File: src/rtl/tas_pkg.sv
package tas_pkg;
  localparam int CODE_W      = 3;
  localparam int NUM_PAIRS   = 4;
  localparam int SW_PER_PAIR = 2;

  typedef logic [CODE_W-1:0]    code_t;
  typedef logic [NUM_PAIRS-1:0] pair_t;

  localparam int PAIR_BREAK  = 0;
  localparam int PAIR_TOUT   = 1;
  localparam int PAIR_TIN    = 2;
  localparam int PAIR_BRIDGE = 3;

  localparam code_t CODE_ALL_OFF = 3'b110;

  // Pair selection for each effective control code.
  function automatic pair_t pairs_for_code(input code_t c);
    pair_t p;
    p = '0;
    unique case (c)
      3'b000: p[PAIR_BREAK] = 1'b1;
      3'b001: p[PAIR_TIN] = 1'b1;
      3'b010: p[PAIR_TOUT] = 1'b1;
      3'b011: begin
        p[PAIR_BREAK] = 1'b1;
        p[PAIR_TIN]   = 1'b1;
      end
      3'b100: begin
        p[PAIR_BREAK] = 1'b1;
        p[PAIR_TOUT]  = 1'b1;
      end
      3'b101: begin
        p[PAIR_TIN]  = 1'b1;
        p[PAIR_TOUT] = 1'b1;
      end
      3'b110: p = '0;
      3'b111: begin
        p[PAIR_TIN]    = 1'b1;
        p[PAIR_BRIDGE] = 1'b1;
      end
      default: p = '0;
    endcase
    return p;
  endfunction
endpackage

File: src/rtl/tas_code_latch.sv
module tas_code_latch
  import tas_pkg::*;
(
  input  logic  clk_i,
  input  logic  rst_n_i,
  input  code_t ctl_i,
  input  logic  hold_i,
  input  logic  lock_i,
  output code_t eff_o,
  output code_t held_o
);
  code_t held_q, held_d;
  logic  held_en;

  // Transparent path while open; otherwise the stored code.
  assign eff_o  = (!hold_i && !lock_i) ? ctl_i : held_q;
  assign held_o = held_q;

  always_comb begin
    held_en = lock_i || !hold_i;
    held_d  = held_q;
    if (lock_i) begin
      held_d = CODE_ALL_OFF;
    end else if (!hold_i) begin
      held_d = ctl_i;
    end
  end

  always_ff @(posedge clk_i or negedge rst_n_i) begin
    if (!rst_n_i) begin
      held_q <= CODE_ALL_OFF;
    end else if (held_en) begin
      held_q <= held_d;
    end
  end
endmodule

File: src/rtl/tas_thermal_mon.sv
module tas_thermal_mon #(
  parameter int TEMP_W = 8,
  parameter int TRIP_C = 125,
  parameter int REL_C  = 105
) (
  input  logic              clk_i,
  input  logic              rst_n_i,
  input  logic [TEMP_W-1:0] temp_i,
  output logic              hot_o
);
  localparam logic [TEMP_W-1:0] TRIP_V = TEMP_W'(TRIP_C);
  localparam logic [TEMP_W-1:0] REL_V  = TEMP_W'(REL_C);

  logic hot_q, hot_d;

  always_comb begin
    hot_d = hot_q;
    if (hot_q) begin
      if (temp_i <= REL_V) hot_d = 1'b0;
    end else begin
      if (temp_i >= TRIP_V) hot_d = 1'b1;
    end
  end

  always_ff @(posedge clk_i or negedge rst_n_i) begin
    if (!rst_n_i) begin
      hot_q <= 1'b0;
    end else begin
      hot_q <= hot_d;
    end
  end

  assign hot_o = hot_q;
endmodule

File: src/rtl/tas_switch_drive.sv
module tas_switch_drive
  import tas_pkg::*;
#(
  parameter int PAIRS    = NUM_PAIRS,
  parameter int PER_PAIR = SW_PER_PAIR,
  localparam int SW_W    = PAIRS * PER_PAIR
) (
  input  logic             clk_i,
  input  logic             rst_n_i,
  input  logic [PAIRS-1:0] pairs_i,
  input  logic             force_off_i,
  output logic [SW_W-1:0]  sw_o
);
  logic [SW_W-1:0] sw_raw, sw_d, sw_q;

  // Expand each pair enable onto its member switches.
  for (genvar p = 0; p < PAIRS; p++) begin : g_pair
    for (genvar s = 0; s < PER_PAIR; s++) begin : g_member
      assign sw_raw[p*PER_PAIR + s] = pairs_i[p];
    end
  end

  always_comb begin
    sw_d = force_off_i ? '0 : sw_raw;
  end

  always_ff @(posedge clk_i or negedge rst_n_i) begin
    if (!rst_n_i) begin
      sw_q <= '0;
    end else begin
      sw_q <= sw_d;
    end
  end

  assign sw_o = sw_q;
endmodule

File: src/rtl/tas_ctrl.sv
module tas_ctrl
  import tas_pkg::*;
#(
  parameter int TEMP_W = 8,
  parameter int TRIP_C = 125,
  parameter int REL_C  = 105,
  localparam int SW_W  = NUM_PAIRS * SW_PER_PAIR
) (
  input  logic              clk_i,
  input  logic              rst_n_i,
  input  logic [2:0]        ctl_code_i,
  input  logic              hold_i,
  input  logic              uvlo_i,
  input  logic              alloff_n_i,
  input  logic [TEMP_W-1:0] temp_i,
  output logic [SW_W-1:0]   sw_en_o,
  output logic              tsd_pull_o
);
  logic  rst_sync_q1, rst_n_sync;
  code_t eff_code, held_code;
  pair_t pair_sel;
  logic  hot, force_off;

  // Reset synchronizer: asserts at once, releases on the clock.
  always_ff @(posedge clk_i or negedge rst_n_i) begin
    if (!rst_n_i) begin
      rst_sync_q1 <= 1'b0;
      rst_n_sync  <= 1'b0;
    end else begin
      rst_sync_q1 <= 1'b1;
      rst_n_sync  <= rst_sync_q1;
    end
  end

  tas_code_latch i_latch (
    .clk_i   (clk_i),
    .rst_n_i (rst_n_sync),
    .ctl_i   (ctl_code_i),
    .hold_i  (hold_i),
    .lock_i  (uvlo_i),
    .eff_o   (eff_code),
    .held_o  (held_code)
  );

  tas_thermal_mon #(
    .TEMP_W (TEMP_W),
    .TRIP_C (TRIP_C),
    .REL_C  (REL_C)
  ) i_thermal (
    .clk_i   (clk_i),
    .rst_n_i (rst_n_sync),
    .temp_i  (temp_i),
    .hot_o   (hot)
  );

  assign pair_sel  = pairs_for_code(eff_code);
  assign force_off = uvlo_i || !alloff_n_i || hot;

  tas_switch_drive #(
    .PAIRS    (NUM_PAIRS),
    .PER_PAIR (SW_PER_PAIR)
  ) i_drive (
    .clk_i       (clk_i),
    .rst_n_i     (rst_n_sync),
    .pairs_i     (pair_sel),
    .force_off_i (force_off),
    .sw_o        (sw_en_o)
  );

  assign tsd_pull_o = hot;
endmodule

File: config.mk
export PLATFORM = sky130hd
export DESIGN_NAME = tas_ctrl
export DESIGN_NICKNAME = d
export VERILOG_FILES = /design/src/rtl/tas_pkg.sv /design/src/rtl/tas_code_latch.sv /design/src/rtl/tas_thermal_mon.sv /design/src/rtl/tas_switch_drive.sv /design/src/rtl/tas_ctrl.sv
export SDC_FILE = /design/constraint.sdc
export NUM_CORES = 1
export LEC_CHECK = 0
export ABC_CLOCK_PERIOD_IN_PS = 800
export CORE_AREA = 3 3 40 42
export CTS_CLUSTER_SIZE = 8
export DETAILED_ROUTE_END_ITERATION = 6
export DIE_AREA = 0 0 43 45
export DONT_BUFFER_PORTS = 1
export GPL_ROUTABILITY_DRIVEN = 0
export SYNTH_ARGS = -nofsm -noshare
export SYNTH_HDL_FRONTEND = slang
export SYNTH_HIERARCHICAL = 1
export SYNTH_SLANG_ARGS = --single-unit
File: constraint.sdc
create_clock -name clk_i -period 0.8 [get_ports clk_i]
set_input_delay 0.04 -clock clk_i [delete_from_list [all_inputs] [get_ports clk_i]]
set_output_delay 0.04 -clock clk_i [all_outputs]
set_load 0.05 [all_outputs]
Word-level counts from Yosys, hierarchy flattened
Index checks and enable logic that the tools add are counted.
{"block": "totals", "register_bits": 14, "input_bits": 16, "output_inout_bits": 9, "word_cells": 37}
{"block": "classes", "n_lt_le_gt_ge": 2, "eq_ne": 7, "muxes": 11, "n_reduce_logical": 12}
{"operator": "equality test 3 bit, second input constant", "n": 3}
{"operator": "2-to-1 mux 3 bit", "n": 3}
{"operator": ">= comparator 8 x 7 -> 1 bit, second input constant", "n": 1}
{"operator": "<= comparator 8 x 7 -> 1 bit, second input constant", "n": 1}
{"operator": "2-to-1 mux 8 bit", "n": 1}
{"operator": "2-to-1 mux 1 bit", "n": 7}
{"operator": "equality test 3 x 2 -> 1 bit, second input constant", "n": 2}
{"operator": "OR reduction 3 bit", "n": 2}
{"operator": "OR reduction 4 bit", "n": 1}
{"operator": "equality test 3 x 1 -> 1 bit, second input constant", "n": 1}
{"operator": "zero test 1 bit", "n": 3}
{"operator": "zero test 3 bit", "n": 1}
{"operator": "logical OR 1 bit", "n": 3}
{"operator": "!= test 2 x 1 -> 1 bit, second input constant", "n": 1}
{"operator": "AND reduction 2 bit", "n": 1}
{"operator": "logical AND 1 bit", "n": 1}

Longest topological paths before layout
{"block": "logic_depth", "ltp_word": 7, "depth_mapped": 5, "depth_no_buf": 5}

Hierarchy
The synthesis kept the hierarchy.
{"mod": "tas_code_latch", "n_inst": 1, "cells_each": 13, "area_each_um2": 177.7, "seq_area_each_um2": 77.6}
{"mod": "tas_switch_drive", "n_inst": 1, "cells_each": 12, "area_each_um2": 155.1, "seq_area_each_um2": 100.1}
{"mod": "tas_ctrl", "n_inst": 1, "cells_each": 10, "area_each_um2": 101.3, "seq_area_each_um2": 50.0}
{"mod": "tas_thermal_mon", "n_inst": 1, "cells_each": 8, "area_each_um2": 71.3, "seq_area_each_um2": 25.0}

Worst setup path before layout
No wires, ideal clock.
{"block": "synth_timing", "kind": "register -> register", "startpoint": "register i_thermal.hot_q (netlist: i_thermal/hot_o)", "endpoint": "register i_drive.sw_q[1] (netlist: i_drive/sw_o[1])", "setup_time_ns": 0.073, "arrival_ns": 1.143, "t_required_ns": 0.727, "slack_ns": -0.416, "stages_incl_launch_ff": 3, "cell_sequence": "dfrtp_1 -> or3b_1 -> nor2b_1"}
{"block": "synth_between", "elab_chain_cells": 2}
{"element": "start: declaration", "line_no": "tas_thermal_mon.sv:14", "rtl": "logic hot_q, hot_d;"}
{"element": "start signal: assignment", "line_no": "tas_thermal_mon.sv:29", "rtl": "hot_q <= hot_d;"}
{"element": "logical OR 1 bit", "line_no": "tas_ctrl.sv:57", "rtl": "assign force_off = uvlo_i || !alloff_n_i || hot;"}
{"element": "net force_off", "line_no": "tas_ctrl.sv:22", "rtl": "logic hot, force_off;"}
{"element": "2-to-1 mux 8 bit", "line_no": "tas_switch_drive.sv:24", "rtl": "sw_d = force_off_i ? '0 : sw_raw;"}
{"element": "end signal: assignment", "line_no": "tas_switch_drive.sv:31", "rtl": "sw_q <= sw_d;"}
{"element": "end: declaration", "line_no": "tas_switch_drive.sv:14", "rtl": "logic [SW_W-1:0] sw_raw, sw_d, sw_q;"}
The timed path passes the listed nets, and every way through them passes these cells.
A chain may end at the register's enable or synchronous reset.

Final worst setup path
{"block": "layout_timing", "startpoint": "register i_latch.held_q[0] (netlist: i_latch/held_o[0])", "endpoint": "register i_drive.sw_q[3] (netlist: i_drive/sw_o[3])"}
{"block": "layout_between", "elab_chain_cells": 5, "word_cells_on_any_way": 7}
{"element": "start: declaration", "line_no": "tas_code_latch.sv:12", "rtl": "code_t held_q, held_d;"}
{"element": "start signal: assignment", "line_no": "tas_code_latch.sv:33", "rtl": "held_q <= held_d;"}
{"element": "2-to-1 mux 3 bit *", "line_no": "tas_code_latch.sv:16", "rtl": "assign eff_o = (!hold_i && !lock_i) ? ctl_i : held_q;"}
{"element": "net eff_code[0]", "line_no": "tas_ctrl.sv:20", "rtl": "code_t eff_code, held_code;"}
{"element": "equality test 3 bit / equality test 3 x 2 -> 1 bit (equally long branches)", "line_no": "tas_pkg.sv:20", "rtl": "unique case (c)"}
{"element": "OR reduction 3 bit (no line) *"}
{"element": "2-to-1 mux 1 bit *", "line_no": "tas_pkg.sv:20"}
{"element": "net pair_sel[1]", "line_no": "tas_ctrl.sv:21", "rtl": "pair_t pair_sel;"}
{"element": "2-to-1 mux 8 bit *", "line_no": "tas_switch_drive.sv:24"}
The timed path passes the listed nets; every way through them passes the cells marked *.

==> flow_metrics.env <==
export IMPL_slowest_delay_ns=0.37
export IMPL_die_w_um=43
export IMPL_yosys_area_share_adder_pct=0
export IMPL_wl_per_cell_um=13.61
export IMPL_dr_pass1_iters=4
export IMPL_end_kind="flop"
export IMPL_synth_compound_area_share_pct=12.13
export IMPL_layout_cells_non_filler=69
export IMPL_hold_viol=7
export IMPL_fin_crit_sh_pct=138.4
export IMPL_grt_ovfl_total=0
export IMPL_diodes=0
export IMPL_cts_tree="yes"
export IMPL_root_buffer="clkbuf_4"
export IMPL_cts_hold_fix_buffers=6
export IMPL_ctsLongestPathBuffers=2
export IMPL_drtIter0Drc=1
export IMPL_yosys_cell_types_count=22
export IMPL_fin_ws_ns=-0.3071
export IMPL_cts_buffers=3
export IMPL_synth_cell_area_um2=505.5
export IMPL_cp_arrival_ns=1.29
export IMPL_setup_viol=14
export IMPL_pin_count=25
export IMPL_grt_pass1_vias=371
export IMPL_placed_cell_area_um2=589.3
export IMPL_dp_final_hpwl_um=684.1
export IMPL_die_area_um2=1935
export IMPL_path_clk_slew_ns=0.06
export IMPL_drive_gt1_share_pct=38.89
export IMPL_critPathTopFamily="multiplexers"
export IMPL_multi_input_area_um2=235.2
export IMPL_regArea_um2=254.0
export IMPL_grt_pass1_wl_um=1676
export IMPL_path_class="reg -> reg"
export IMPL_total_power_w=0.001135
export IMPL_synth_simple_area_share_pct=16.83
export IMPL_syn2layout_area_growth_pct=39.36
export IMPL_vdd_drop_max_v=0.0009702
export IMPL_post_cts_buffers=0
export IMPL_p_leak_nw=0.3109
export IMPL_dp_cells=59
export IMPL_layout_common_cells="dfrtp_1 (7), dlygate4sd3_1 (6), nor2b_1 (6)"
export IMPL_port_buffers=0
export IMPL_fin_util_pct=54.82
export IMPL_cts_sinks=10
export IMPL_fin_area_um2=704.4
export IMPL_final_nets=71
export IMPL_antenna_found_initial=0
export IMPL_yosysSeqAreaShare_pct=50.00
export IMPL_n_fill_cell=112
export IMPL_grtUsageTotal_pct=12.20
export IMPL_clock_skew_ns=0.008343
export IMPL_yosysWarnings=6
export IMPL_status="finished, violations left"
export IMPL_synthesis_nets=59
export IMPL_max_freq_mhz=903.3
export IMPL_cts_htree_levels=1
export IMPL_coreArea_um2=1285
export IMPL_rsz0062_at_grt="yes"
export IMPL_required_ns=0.99
export IMPL_avgSynthCellArea_um2=11.76
export IMPL_final_common_cell="dfrtp_1"
export IMPL_avgViaCountPerCell=4.942
export IMPL_grt_max_degree=9
export IMPL_die_h_um=45
export IMPL_violations="negative hold slack, negative setup slack"
export IMPL_drt_wl_total_um=939
export IMPL_syn_inst=43
export IMPL_critPathSlowestCell="dfrtp_1"
export IMPL_path_cells="mux2_4 > nand2b_4 > mux2i_1 > nor2b_1"
export IMPL_startpoint_type="flop"
export IMPL_drc_errors=0
export IMPL_ant_nets=0
export IMPL_ys_seq_elements=10
export IMPL_whs_ns=-0.1549
export IMPL_period_needed_ns=1.107
export IMPL_muxShareOfSynthArea_pct=12.87
export IMPL_via_count=341
export IMPL_p_per_area_nw_per_um2=1611
export IMPL_crit_path_max_fanout=5
export IMPL_initial_core_util_pct=39.34
export IMPL_slew_violations=0
export IMPL_rows=13
export IMPL_clk_latency_ns=0.26
export IMPL_drv_cap=0
export IMPL_synth_xor_area_share_pct=0
export IMPL_synth_top_family_by_area="simple AND/OR/NAND/NOR gates"
export IMPL_hold_path_class="in -> reg"
export IMPL_path_buf_inv=0
## registers in the layout (all words and copies together) (netlist names)
register / cells
rst_sync_q1: 1
i_thermal/hot_o: 1
i_drive/sw_o: 4
i_latch/held_o: 3
rst_n_sync: 1
## synth_stat cells
cell / instances / share of area, %
buf_4: 4 / 5.9
and3_1: 1 / 1.2
nor2b_1: 6 / 7.4
a211o_1: 2 / 3.5
or3b_1: 1 / 1.7
inv_1: 1 / 0.74
o31ai_2: 1 / 2.5
o21ai_0: 1 / 0.99
clkbuf_1: 1 / 0.74
conb_1: 1 / 0.74
nand2b_1: 1 / 1.2
o21a_1: 2 / 3.0
mux2i_1: 2 / 4.0
dfstp_2: 2 / 10
nor2_4: 1 / 2.2
a21oi_1: 1 / 0.99
nor2_1: 1 / 0.74
nand3b_1: 1 / 1.5
mux2_4: 3 / 8.9
nand2_1: 1 / 0.74
dfrtp_1: 8 / 40
o22ai_1: 1 / 1.2
## path summary, 6_finish.rpt
path | start | slack [ns] | cells after the start | end
hold / removal | uvlo_i | -0.15 | 1 | i_latch/held_o[0]
max in group asynchronous | rst_n_i | 0.14 | 2 | rst_n_sync
setup / recovery | i_latch/held_o[0] | -0.31 | 4 | i_drive/sw_o[3]
setup reg to reg | i_latch/held_o[0] | -0.31 | 4 | i_drive/sw_o[3]
hold reg to reg | rst_n_sync | 0.13 | 0 | i_thermal/hot_o
min in group asynchronous | rst_n_sync | 0.13 | 0 | i_thermal/hot_o
## report_power, final
group / leakage (nW) / switching (W) / internal, W / total [W]
Clock: 0.0150 / 0.000159 / 0.000192 / 0.000351
Combinational: 0.172 / 0.000104 / 0.000126 / 0.000230
Sequential: 0.124 / 0.0000202 / 0.000534 / 0.000554
## per-stage QoR
stage	hold WS [ns]	setup slack, ns	TNS, ns
6_report	-0.1549	-0.3071	-1.870
3_5_place_dp	-0.2555	-0.3060	-1.156
4_1_cts	-0.1697	-0.3089	-1.990
5_1_grt	-0.1768	-0.3828	-2.474
3_3_place_gp	-0.2555	-0.2727	-1.042
2_1_floorplan	-0.2556	-0.3006	-1.924
## logic make-up after synthesis
group,count (synthesis)
buffers and inverters,6
multiplexers,5
AND/OR/NAND/NOR,13
other,1
flip-flops,10
AO/OA/AOI/OAI,8
## layer usage
layer	vias up	GRT usage, %	routed length [um]
li1	164	-	-
met1	154	13.20	311
met2	17	19.76	488
met3	6	3.984	106
met4	0	9.639	34
met5	-	0	0
## cell type report
type | count | share of cell area [%]
well taps | 15 | 2.664
flip-flops and latches | 10 | 36.06
repair buffers | 12 | 23.62
clock buffers | 4 | 3.730
inverters | 1 | 0.5329
multi-input cells | 27 | 33.39
## repair_timing
action	CTS	global route
endpoints found under the setup margin	14	14
pin swaps	1	0
gates resized for setup	6	0
endpoints found under the hold margin	10	7
Note: power is estimated with default switching activity, not from simulation.
